<file path="src/rtl/fcmp_pkg.sv">
package fcmp_pkg;
    localparam int DP_EXP  = 11;
    localparam int DP_FRAC = 52;
    localparam int SP_EXP  = 8;
    localparam int SP_FRAC = 23;
    localparam int WORD_W  = DP_EXP + DP_FRAC + 1;
    localparam int MAG_W   = DP_EXP + DP_FRAC;
    localparam int CC_W    = 4;

    localparam logic [CC_W-1:0] CC_UNORD = 4'b1000;
    localparam logic [CC_W-1:0] CC_LESS  = 4'b0100;
    localparam logic [CC_W-1:0] CC_GREAT = 4'b0010;
    localparam logic [CC_W-1:0] CC_EQUAL = 4'b0001;

    typedef struct packed {
        logic             snan;
        logic             qnan;
        logic             zero;
        logic             sign;
        logic [MAG_W-1:0] mag;
    } fp_info_t;

    typedef enum logic {
        ST_IDLE   = 1'b0,
        ST_REPORT = 1'b1
    } cmp_state_t;
endpackage

</file>
<file path="src/rtl/fp_unpack.sv">
module fp_unpack
    import fcmp_pkg::*;
#(
    parameter int EXP_W  = 8,
    parameter int FRAC_W = 23
) (
    input  logic [EXP_W+FRAC_W:0] raw,
    output fp_info_t              info
);
    localparam int TOP = EXP_W + FRAC_W;

    logic [EXP_W-1:0]  exp_f;
    logic [FRAC_W-1:0] frac_f;
    logic              exp_max;
    logic              exp_nil;

    assign exp_f   = raw[TOP-1:FRAC_W];
    assign frac_f  = raw[FRAC_W-1:0];
    assign exp_max = &exp_f;
    assign exp_nil = ~|exp_f;

    always_comb begin
        info.sign = raw[TOP];
        info.qnan = exp_max & frac_f[FRAC_W-1];
        info.snan = exp_max & ~frac_f[FRAC_W-1] & (|frac_f);
        // denormals are flushed: any zero exponent counts as zero
        info.zero = exp_nil;
        info.mag  = exp_nil ? '0 : MAG_W'({exp_f, frac_f});
    end
endmodule

</file>
<file path="src/rtl/fp_order.sv">
module fp_order
    import fcmp_pkg::*;
(
    input  fp_info_t        a,
    input  fp_info_t        b,
    input  logic            inv_en,
    output logic [CC_W-1:0] code,
    output logic            inv
);
    logic mag_lt;
    logic mag_eq;

    assign mag_lt = a.mag < b.mag;
    assign mag_eq = a.mag == b.mag;

    always_comb begin
        code = '0;
        inv  = 1'b0;
        if (a.snan || b.snan) begin
            if (inv_en) inv  = 1'b1;
            else        code = CC_UNORD;
        end else if (a.qnan || b.qnan) begin
            code = CC_UNORD;
        end else if (a.zero && b.zero) begin
            code = CC_EQUAL;
        end else if (a.sign != b.sign) begin
            code = a.sign ? CC_LESS : CC_GREAT;
        end else if (mag_eq) begin
            code = CC_EQUAL;
        end else if (mag_lt ^ a.sign) begin
            code = CC_LESS;
        end else begin
            code = CC_GREAT;
        end
    end
endmodule

</file>
<file path="src/rtl/fp_cmp_unit.sv">
module fp_cmp_unit
    import fcmp_pkg::*;
(
    input  logic              clk,
    input  logic              rst_n,
    input  logic              in_valid,
    input  logic              dbl_sel,
    input  logic              inv_en,
    input  logic [WORD_W-1:0] op_a,
    input  logic [WORD_W-1:0] op_b,
    output logic [CC_W-1:0]   cond_code,
    output logic              inv_cause,
    output logic              done
);
    localparam int N_OPS = 2;
    localparam int SP_W  = SP_EXP + SP_FRAC + 1;

    logic [WORD_W-1:0] opnd [N_OPS];
    fp_info_t          info [N_OPS];
    logic [CC_W-1:0]   code_nx;
    logic              inv_nx;
    cmp_state_t        state, state_nx;

    assign opnd[0] = op_a;
    assign opnd[1] = op_b;

    for (genvar i = 0; i < N_OPS; i++) begin : g_unpack
        fp_info_t sp_info, dp_info;

        fp_unpack #(.EXP_W(SP_EXP), .FRAC_W(SP_FRAC)) u_sp (
            .raw  (opnd[i][SP_W-1:0]),
            .info (sp_info)
        );
        fp_unpack #(.EXP_W(DP_EXP), .FRAC_W(DP_FRAC)) u_dp (
            .raw  (opnd[i]),
            .info (dp_info)
        );

        assign info[i] = dbl_sel ? dp_info : sp_info;
    end

    fp_order u_order (
        .a      (info[0]),
        .b      (info[1]),
        .inv_en (inv_en),
        .code   (code_nx),
        .inv    (inv_nx)
    );

    always_comb begin
        state_nx = state;
        unique case (state)
            ST_IDLE:   state_nx = in_valid ? ST_REPORT : ST_IDLE;
            ST_REPORT: state_nx = in_valid ? ST_REPORT : ST_IDLE;
            default:   state_nx = ST_IDLE;
        endcase
    end

    always_ff @(posedge clk) begin
        if (!rst_n) state <= ST_IDLE;
        else        state <= state_nx;
    end

    always_ff @(posedge clk) begin
        if (!rst_n) begin
            cond_code <= '0;
            inv_cause <= 1'b0;
        end else if (in_valid) begin
            cond_code <= code_nx;
            inv_cause <= inv_nx;
        end
    end

    assign done = (state == ST_REPORT);
endmodule

</file>
<file path="config.mk">
export PLATFORM = sky130hd
export DESIGN_NAME = fp_cmp_unit
export DESIGN_NICKNAME = d
export VERILOG_FILES = /design/src/rtl/fcmp_pkg.sv /design/src/rtl/fp_unpack.sv /design/src/rtl/fp_order.sv /design/src/rtl/fp_cmp_unit.sv
export SDC_FILE = /design/constraint.sdc
export NUM_CORES = 1
export LEC_CHECK = 0
export ABC_AREA = 1
export BUFFER_PORTS_ARGS = -buffer_cell sky130_fd_sc_hd__buf_2
export CORE_ASPECT_RATIO = 2
export CORE_UTILIZATION = 30
export CTS_CLUSTER_SIZE = 10
export DETAILED_ROUTE_END_ITERATION = 8
export PLACE_DENSITY = 0.66
export REMOVE_ABC_BUFFERS = 1
export SKIP_LAST_GASP = 1
export SYNTH_ARGS = -nofsm -noshare
export SYNTH_HDL_FRONTEND = slang
export SYNTH_SLANG_ARGS = --single-unit
</file>
<file path="constraint.sdc">
create_clock -name clk -period 3.9 [get_ports clk]
set_input_delay 0.39 -clock clk [delete_from_list [all_inputs] [get_ports clk]]
set_output_delay 0.39 -clock clk [all_outputs]
set_load 0.005 [all_outputs]
</file>
# Word level (Yosys, flattened, before mapping)

Index checks and enable logic that the tools add are counted.
W data, S select, Z words.

Register bits after elaboration: 6
Input bits: 133
Logic and storage cells: 59
Output and inout bits: 6

Bitwise gates (word level): 17
Reductions and logical operators: 19
Multiplexer cells: 17
Equality and inequality tests: 2
$lt $le $gt $ge: 1

Operator list:

| kind                | number |
|---|---|
| $mux W67            | 2 |
| $mux W63            | 2 |
| $reduce_or A52 Y1   | 2 |
| $eq A63 B63 Y1      | 1 |
| $lt A63 B63 Y1      | 1 |
| $mux W31            | 2 |
| $reduce_or A23 Y1   | 2 |
| $mux W4             | 6 |
| $reduce_and A11 Y1  | 2 |
| $reduce_or A11 Y1   | 2 |
| $reduce_and A8 Y1   | 2 |
| $reduce_or A8 Y1    | 2 |
| $and A1 B1 Y1       | 12 |
| $mux W3             | 2 |
| $logic_not A1 Y1    | 4 |
| $not A1 Y1          | 4 |
| $mux W1             | 3 |
| $logic_or A1 B1 Y1  | 2 |
| $logic_and A1 B1 Y1 | 1 |
| $ne A1 B1 Y1        | 1 |
| $xor A1 B1 Y1       | 1 |

# Longest topological paths before layout

Gate-level depths: netlist (run 1).

Depth after elaboration: 12
Gate-level depth with buffers: 24
Gate-level depth less buffers: 24

# By module

From an unflattened synthesis (run 1), not the netlist that was laid out.

Cells, all modules: 1433
Area, all modules: 7288.2 um^2

Modules (own cells, without submodules):

| module                            | sequential area each (um^2) | cells an instance | area each (um^2) | instances |
|---|---|---|---|---|
| fp_cmp_unit                       | 120.1                       | 466               | 2451.1           | 1 |
| fp_order                          | 0.0                         | 329               | 1911.8           | 1 |
| fp_unpack at g_unpack[0].u_dp ... | 0.0                         | 191               | 809.5            | 2 |
| fp_unpack at g_unpack[0].u_sp ... | 0.0                         | 128               | 653.1            | 2 |

# Worst setup path before layout (run 1)

No wires, ideal clock.

Path type: input to register
Start: in op_a[54]
End: reg cond_code[2]
Setup slack: 1.328 ns
Path buffers: 1
Setup time: 0.070 ns
Required time: 3.830 ns
Stages on the path: 21
Arrival time: 2.502 ns
Path through: nor3_1 nand4_2 o21ai_2 buf_2 nor2_1 ha_1 nand2_1 inv_1 a21oi_1 nand2_1 nand2_1 nand2_1 nand2_1 nand2_1 nand2_1 nand2_1 nand2_1 nand3_1 nand2_1 nand2_1 a21oi_1

Word-level cells in the longest chain between the ends: 11
Elaborated cells on any way between the ends: 20
Those cells by class: order compare: 1; eq/ne: 1; mux: 8; bitwise: 4; reduce/logical: 6

Ends and longest elaborated chain:

| what                 | RTL line          | text |
|---|---|---|
| start, declared      | fp_cmp_unit.sv:9  | `input logic [WORD_W-1:0] op_a,` |
| $reduce_or A11 Y1    | fp_unpack.sv:20   | `assign exp_nil = ~\|exp_f;` |
| $mux W63             | fp_unpack.sv:28   | `info.mag = exp_nil ? '0 : MAG_W'({exp_f, frac_f});` |
| $mux W67 (*)         | fp_cmp_unit.sv:39 | `assign info[i] = dbl_sel ? dp_info : sp_info;` |
| $lt A63 B63 Y1       | fp_order.sv:13    | `assign mag_lt = a.mag < b.mag;` |
| $xor A1 B1 Y1        | fp_order.sv:30    | `end else if (mag_lt ^ a.sign) begin` |
| $mux W3              | fp_order.sv:30    |  |
| $mux W4              | fp_order.sv:28    | `end else if (mag_eq) begin` |
| $mux W4              | fp_order.sv:26    | `end else if (a.sign != b.sign) begin` |
| $mux W4              | fp_order.sv:24    | `end else if (a.zero && b.zero) begin` |
| $mux W4              | fp_order.sv:22    | `end else if (a.qnan \|\| b.qnan) begin` |
| $mux W4 (*)          | fp_order.sv:19    | `if (a.snan \|\| b.snan) begin` |
| end signal, assigned | fp_cmp_unit.sv:69 | `cond_code <= code_nx;` |
| end, declared        | fp_cmp_unit.sv:11 | `output logic [CC_W-1:0] cond_code,` |

Every way passes the cells marked *; elsewhere a longest branch is shown, timed or not.
A chain may end at the register's enable or synchronous reset.

# Final worst setup path (run 1)

Start: in op_a[27]
End: reg cond_code[2]

Word-level cells in the longest chain between the ends: 11
Elaborated cells on any way between the ends: 23
Those cells by class: order compare: 1; eq/ne: 1; mux: 9; bitwise: 5; reduce/logical: 7

Ends and longest elaborated chain:

| what             | RTL line |
|---|---|
| $reduce_or A8 Y1 | fp_unpack.sv:20 |
| $mux W31         | fp_unpack.sv:28 |
| $mux W67 (*)     | fp_cmp_unit.sv:39 |
| $lt A63 B63 Y1   | fp_order.sv:13 |
| $xor A1 B1 Y1    | fp_order.sv:30 |
| $mux W3          | fp_order.sv:30 |
| $mux W4          | fp_order.sv:28 |
| $mux W4          | fp_order.sv:26 |
| $mux W4          | fp_order.sv:24 |
| $mux W4          | fp_order.sv:22 |
| $mux W4 (*)      | fp_order.sv:19 |

Marked as above.

==> results of run 1 <==
metrics by stage:
| stage | hold WS, ps | area, um2 | power, mW | instances |
|---|---|---|---|---|
| 3_5_place_dp | 455 | 4280 | 0.464 | 938 |
| 5_1_grt | 419 | 4360 | 0.696 | 942 |
| 4_1_cts | 373 | 4360 | 0.631 | 941 |
| 3_3_place_gp | 451 | 4280 | 0.463 | 938 |
| 2_1_floorplan | 461 | 3390 | 0.299 | 655 |
| 6_report | 374 | 4360 | 0.627 | 942 |
sequential cells by signal, indices dropped and copies added, names as in the netlist:
register and cells:
cond_code 4, inv_cause 1, done 1
per-layer routing:
metal	up-vias	share of wire (%)	wire length, um	track usage, %
met1	1889	35	4150	17.8
met5	-	0	0	0
li1	2350	-	-	-
met2	133	54	6400	40.8
met4	0	6.6	778	12.5
met3	43	3.7	433	1.66
report_power, final:
group / leakage, nW / internal, mW / switching, mW
Combinational: 2.61 / 0.164 / 0.232
Clock: 0.0370 / 0.131 / 0.0330
Sequential: 0.0492 / 0.0650 / 0.00148
path summary, 6_finish.rpt:
check | startpoint | end | slack (ps) | cells after the start
setup reg to reg | inv_cause$_SDFFE_PN0P_ | inv_cause$_SDFFE_PN0P_ | 3300 | 2
setup / recovery | op_a[27] | cond_code[2]$_SDFFE_PN0P_ | 840 | 18
hold / removal | rst_n | done$_SDFF_PN0_ | 370 | 3
hold reg to reg | cond_code[0]$_SDFFE_PN0P_ | cond_code[0]$_SDFFE_PN0P_ | 460 | 2
area by class of cell:
type / instances / area [um2] / share of cell area, %
inverters: 112 / 420 / 9.64
flip-flops and latches: 6 / 120 / 2.75
diodes: 1 / 2.50 / 0.0574
clock buffers: 3 / 75.1 / 1.72
repair buffers: 141 / 713 / 16.4
well taps: 142 / 178 / 4.07
multi-input cells: 537 / 2850 / 65.4
cell usage in the layout (no fill, tap or decap), drive strengths merged:
cell / count
clkinv: 1
nand3b: 1
buf: 141
a21boi: 1
o21ai: 10
or2: 2
and3: 2
diode: 1
o21a: 1
nand3: 30
nor4: 4
a21o: 2
nand4: 17
a31oi: 1
a21oi: 29
dfxtp: 6
clkbuf: 3
inv: 111
nor3: 10
nor2: 139
ha: 63
o211ai: 1
nor3b: 1
nand2: 222
mux2i: 1
kinds of logic after synthesis:
logic type / after synthesis / share of synthesized area [%]
multiplexers: 1 / 0.290
adder cells (fa/ha/maj): 63 / 22.9
buffers and inverters: 123 / 13.8
flip-flops: 6 / 3.48
AND/OR/NAND/NOR: 428 / 52.0
AO/OA/AOI/OAI: 45 / 7.59
worst register-to-register path, stage by stage, from the launching register on:
cell and delay [ps]:
dfxtp_1 300, o21ai_0 140, nor2_1 60
==> results.py, run 1 <==
metrics = {
    "power": {
        "irDropWorstVdd_mv": 0.0771,
        "leakagePower_nw": 2.70,
        "p_per_area_nw_per_um2": 144,
    },
    "route": {
        "drc_errors": 0,
        "drtIter0Drc": 135,
        "drt_pre_antenna_iters": 7,
        "drt-total-wl_mm": 11.8,
        "vias": 4415,
        "wl_per_cell_um": 12.5,
        "vias_per_cell": 4.69,
        "final_antenna_net_count": 0,
    },
    "timing": {
        "worst_pin_slew_ps": 993,
        "hold_viol": 0,
        "slew_headroom_pct": 33.8,
        "finalCritPeriodShare_pct": 78.4,
        "layout_setup_ws_ps": 842,
        "finalSetupTns_ps": 0,
        "min_period_ps": 3060,
        "rsz0062_at_grt": "no",
        "fmax_ghz": 0.327,
        "report.final.slew_viol_count": 0,
        "setup_viol": 0,
        "clock_skew_ps": 0,
    },
    "setup_path": {
        "crit_required_ps": 4060,
        "end_kind": "flop",
        "critPathSlowestCell": "o21ai_2",
        "critical_path_buf_inv_count": 1,
        "crit_family": "simple AND/OR/NAND/NOR gates",
        "path_cells": "buf_2, nor4_1, nand2_1, o21ai_2, nor2_1, ha_1, nand2_1, nor3_1, nand2_1, nand2_1, nand2_1, nand2_1, nand2_1, nand3_1, nand3_1, nand2_1, nand2_1, a21oi_1",
        "cpMostUsedCell": "nand2_1",
        "crit_path_max_fanout": 24,
        "max_stage_delay_ps": 770,
        "cp-start-kind": "primary input",
        "worst-setup-path-type": "in2reg",
        "crit_arrival_ps": 3220,
    },
    "synthesis": {
        "synth_top_area_share_pct": 23.8,
        "synth_edf_count": 0,
        "synth_ff_type": "dfxtp_1",
        "synthArstFlopShare_pct": 0,
        "synthesis.area_um2": 3450,
        "netlist_top_cells_area": "nand2_1 (24%), ha_1 (23%), nor2_1 (14%)",
        "syn_inst": 666,
        "yosys_warnings": 0,
        "ys_seq_area_share_pct": 3.48,
        "yosys-top-cells-count": "nand2_1 (219), nor2_1 (132), inv_1 (106)",
        "postSynthAreaPerCell_um2": 5.18,
        "synth.most_common_cell": "nand2_1",
        "synth_top_area_cell": "nand2_1",
        "ys_seq_elements": 6,
        "ys_types": 36,
    },
    "floorplanning": {
        "die-width_um": 77.8,
        "rows": 55,
        "core_area_um2": 11200,
        "ioPinCount": 139,
        "die-area_um2": 11900,
        "start_util_pct": 30.7,
        "die_h_um": 154,
    },
    "finish": {
        "final_net_count": 997,
        "layout-drive-gt1-share_pct": 21.0,
        "final_util_pct": 38.9,
        "area_growth_pct": 26.5,
        "fillerInstances": 1325,
    },
    "place": {
        "place_ws_ps": 572,
        "numPortBuffers": 138,
        "dp_hpwl_mm": 10.6,
        "place_congestion": 0.927,
    },
    "global_routing": {
        "antenna_found_initial": 1,
        "grt-ovfl-total": 0,
        "grt_use_total_pct": 19.9,
        "grt_start_max_net_pins": 25,
        "grt_pass1_wl_mm": 19.0,
        "grt_pass1_vias": 4510,
    },
    "clock_tree": {
        "cts_tree": "yes",
        "clk_pin_slew_ps": 30,
        "cts_hold_buf": 0,
        "post-cts-setup-buffers": 0,
        "numClockSinks": 6,
        "cts_root_buf": "clkbuf_16",
        "cts_resized": 0,
        "htree_levels": 1,
        "insertion_delay_ps": 230,
        "cts_buffer_depth": 2,
        "cts_inserted_buffers": 3,
    },
    "run": {
        "drv_cap": 0,
    },
    "outcome": {
        "status": "completed",
    },
    "min_path": {
        "hold_path.class": "in2reg",
    },
}
(Power assumes the default switching activity.)
==> inputs of run 2 (changes only) <==
--- a/config.mk
+++ b/config.mk
@@ -5,13 +5,13 @@
 export SDC_FILE = /design/constraint.sdc
 export NUM_CORES = 1
 export LEC_CHECK = 0
-export ABC_AREA = 1
+export ABC_AREA = 0
 export BUFFER_PORTS_ARGS = -buffer_cell sky130_fd_sc_hd__buf_2
 export CORE_ASPECT_RATIO = 2
 export CORE_UTILIZATION = 30
 export CTS_CLUSTER_SIZE = 10
 export DETAILED_ROUTE_END_ITERATION = 8
-export PLACE_DENSITY = 0.66
+export PLACE_DENSITY = 0.68
 export REMOVE_ABC_BUFFERS = 1
 export SKIP_LAST_GASP = 1
 export SYNTH_ARGS = -nofsm -noshare
==> constraint.sdc (replaced) <==
create_clock -name clk -period 3.11 [get_ports clk]
set_input_delay 0.311 -clock clk [delete_from_list [all_inputs] [get_ports clk]]
set_output_delay 0.311 -clock clk [all_outputs]
set_load 0.005 [all_outputs]
==> results.py, run 2 <==
metrics = {
    "global_routing": {
        "grt-ovfl-total": 0,
        "grt_use_total_pct": 22.1,
        "grt_pass1_vias": 4060,
        "antenna_found_initial": 0,
        "grt_pass1_wl_mm": 17.7,
        "grt_start_max_net_pins": 30,
    },
    "route": {
        "wl_per_cell_um": 16.2,
        "drtIter0Drc": 125,
        "drt_pre_antenna_iters": 4,
        "vias_per_cell": 5.61,
        "drt-total-wl_mm": 11.7,
        "final_antenna_net_count": 0,
        "vias": 4048,
        "drc_errors": 0,
    },
    "power": {
        "irDropWorstVdd_mv": 0.114,
        "leakagePower_nw": 2.20,
        "p_switching_mw": 0.304,
        "clkPwrFrac_pct": 26.2,
        "swShare_pct": 37.9,
        "power_frac_comb_pct": 63.4,
        "p_int_mw": 0.499,
        "p_per_area_nw_per_um2": 178,
        "seqPwrFrac_pct": 10.4,
    },
    "timing": {
        "fmax_ghz": 0.319,
        "hold_ws_ps": 352,
        "hold_viol": 0,
        "slew_headroom_pct": 58.6,
        "clock_skew_ps": 0,
        "rsz0062_at_grt": "yes",
        "layout_setup_ws_ps": -27.6,
        "min_period_ps": 3140,
        "worst_pin_slew_ps": 604,
        "setup_viol": 2,
        "report.final.slew_viol_count": 0,
        "finalCritPeriodShare_pct": 101,
    },
    "place": {
        "placed_area_um2": 4200,
        "dp_hpwl_mm": 10.2,
        "numPortBuffers": 138,
        "place_congestion": 0.920,
    },
    "setup_path": {
        "critPathLaunch": "op_a[58]",
        "crit_required_ps": 3190,
        "reg2reg_depth": 3,
        "r2r_slack_ps": 2430,
        "r2r-end": "inv_cause$_SDFFE_PN0P_",
        "crit_path_max_fanout": 10,
        "crit_path_end": "cond_code[2]$_SDFFE_PN0P_",
        "cp-start-kind": "primary input",
        "timing.rr.start": "inv_cause$_SDFFE_PN0P_",
        "worst-setup-path-type": "in2reg",
        "end_kind": "flop",
        "crit_arrival_ps": 3220,
    },
    "clock_tree": {
        "cts_hold_buf": 0,
        "cts_inserted_buffers": 3,
        "cts_buffer_depth": 2,
        "insertion_delay_ps": 230,
        "htree_levels": 1,
        "cts_tree": "yes",
        "numClockSinks": 6,
        "cts_root_buf": "clkbuf_16",
        "clk_pin_slew_ps": 30,
    },
    "synthesis": {
        "synth_top_area_share_pct": 27.0,
        "synth.most_common_cell": "nand2_1",
        "syn_inst": 424,
        "ys_seq_elements": 6,
        "yosys-top-cells-count": "nand2_1 (86), and2_1 (65), ha_1 (63)",
        "yosys_warnings": 0,
        "postSynthAreaPerCell_um2": 6.89,
        "synth_edf_count": 0,
        "ys_types": 46,
        "netlist_top_cells_area": "ha_1 (27%), and2_1 (14%), nand2_1 (11%)",
        "ys_seq_area_share_pct": 4.11,
        "synth_top_area_cell": "ha_1",
        "synthArstFlopShare_pct": 0,
        "synthesis.area_um2": 2920,
        "synth_ff_type": "dfxtp_1",
    },
    "finish": {
        "multi_input_area_um2": 2960,
        "fin_area_um2": 4520,
        "register_area_um2": 120,
        "layout-drive-gt1-share_pct": 39.3,
        "top_register": "cond_code",
        "largest_reg_flops": 4,
        "n_antenna_cell": 0,
        "area_growth_pct": 54.6,
        "fillerInstances": 933,
        "layout_commonest_cell": "buf_2",
        "final_net_count": 816,
        "layout_common_cells": "buf_2 (138), nand2_1 (85), and2_1 (62)",
    },
    "floorplanning": {
        "start_util_pct": 31.1,
        "rows": 50,
        "core_area_um2": 9380,
        "die_h_um": 142,
        "die-width_um": 71.8,
        "ioPinCount": 139,
        "die-area_um2": 10200,
    },
    "min_path": {
        "hold_path.class": "in2reg",
    },
    "run": {
        "drv_cap": 0,
    },
    "outcome": {
        "status": "finished with violations",
        "failed_checks": "negative setup slack",
    },
}
## run 2: changes by cell type in the layout (fill, tap and decap cells not counted), moves of 10 or more
cell	before	now
nand2_1	219	85
nor2_1	132	10
inv_1	106	7
and2_1	0	62
buf_4	3	61
nand3_1	28	10
nor4_1	4	21
nand4_1	15	30
nor4_2	0	10
## run 2: power by group through the flow
stage	registers (mW)	logic (mW)	clock network, mW
floorplan	0.0851	0.226	0
global placement	0.0849	0.456	0
detailed placement	0.0850	0.471	0
CTS	0.0839	0.475	0.211
global route	0.0846	0.568	0.217
finish	0.0838	0.509	0.210
## run 2: cells by family (layout without fill, tap and decap cells)
| kind of cell | Yosys count | in the layout | synth area share, % |
|---|---|---|---|
| compound gates | 76 | 77 | 17.8 |
| xor+xnor | 1 | 1 | 0.300 |
| fa+ha+maj | 63 | 63 | 27.0 |
| buf+inv | 19 | 212 | 2.53 |
| flops | 6 | 6 | 4.11 |
| mux | 3 | 3 | 1.07 |
| simple gates | 256 | 256 | 47.2 |
## run 2: final cells by class
cell class / count / share of cell area, %
flip-flops and latches: 6 / 2.66
well taps: 104 / 2.88
repair buffers: 202 / 26.8
inverters: 7 / 0.582
clock buffers: 3 / 1.66
multi-input cells: 400 / 65.4
## run 2: how the worst min path moves through the flow
stage,start,cells after the start,end
after floorplan,in_valid,1,cond_code[3]$_SDFFE_PN0P_
after global placement,cond_code[1]$_SDFFE_PN0P_,2,cond_code[1]$_SDFFE_PN0P_
after detailed placement,cond_code[0]$_SDFFE_PN0P_,2,cond_code[0]$_SDFFE_PN0P_
after CTS,rst_n,2,inv_cause$_SDFFE_PN0P_
after global routing,rst_n,2,inv_cause$_SDFFE_PN0P_
final,rst_n,2,inv_cause$_SDFFE_PN0P_
## run 2: what timing repair did
action,4_1_cts,5_1_grt
setup buffers,0,2
endpoints found under the setup margin,3,3
gates resized for setup,6,29
pin swaps,6,27
gates cloned,0,1
## run 2: metrics by stage
stage	util [%]	setup slack, ps	setup TNS [ps]	cells	total power [mW]
after floorplan	-	-46.3	-70.9	412	0.311
after global placement	44.7	-352	-896	716	0.541
after detailed placement	44.7	-417	-1070	716	0.556
after CTS	45.8	4.44	0	719	0.770
after global routing	48.1	-129	-228	722	0.869
final	48.1	-27.6	-33.2	722	0.803
## run 2: critical path, cell delays in order
cell	delay (ps)
buf_2	120
nor4_4	280
and4b_2	360
nand2_4	90
o21a_4	160
buf_12	140
and2_4	150
ha_4	260
nand4_1	120
buf_4	160
nor4_4	250
nand4_1	190
o211ai_1	240
o41ai_2	140
nand4_1	140
o311ai_2	110
## run 2: metal layers
layer	track usage, %	vias up	routed length, um
li1	-	1993	-
met2	49.5	130	7140
met5	0	-	0
met1	18.3	1891	3760
met3	0.994	34	323
met4	9.39	0	461
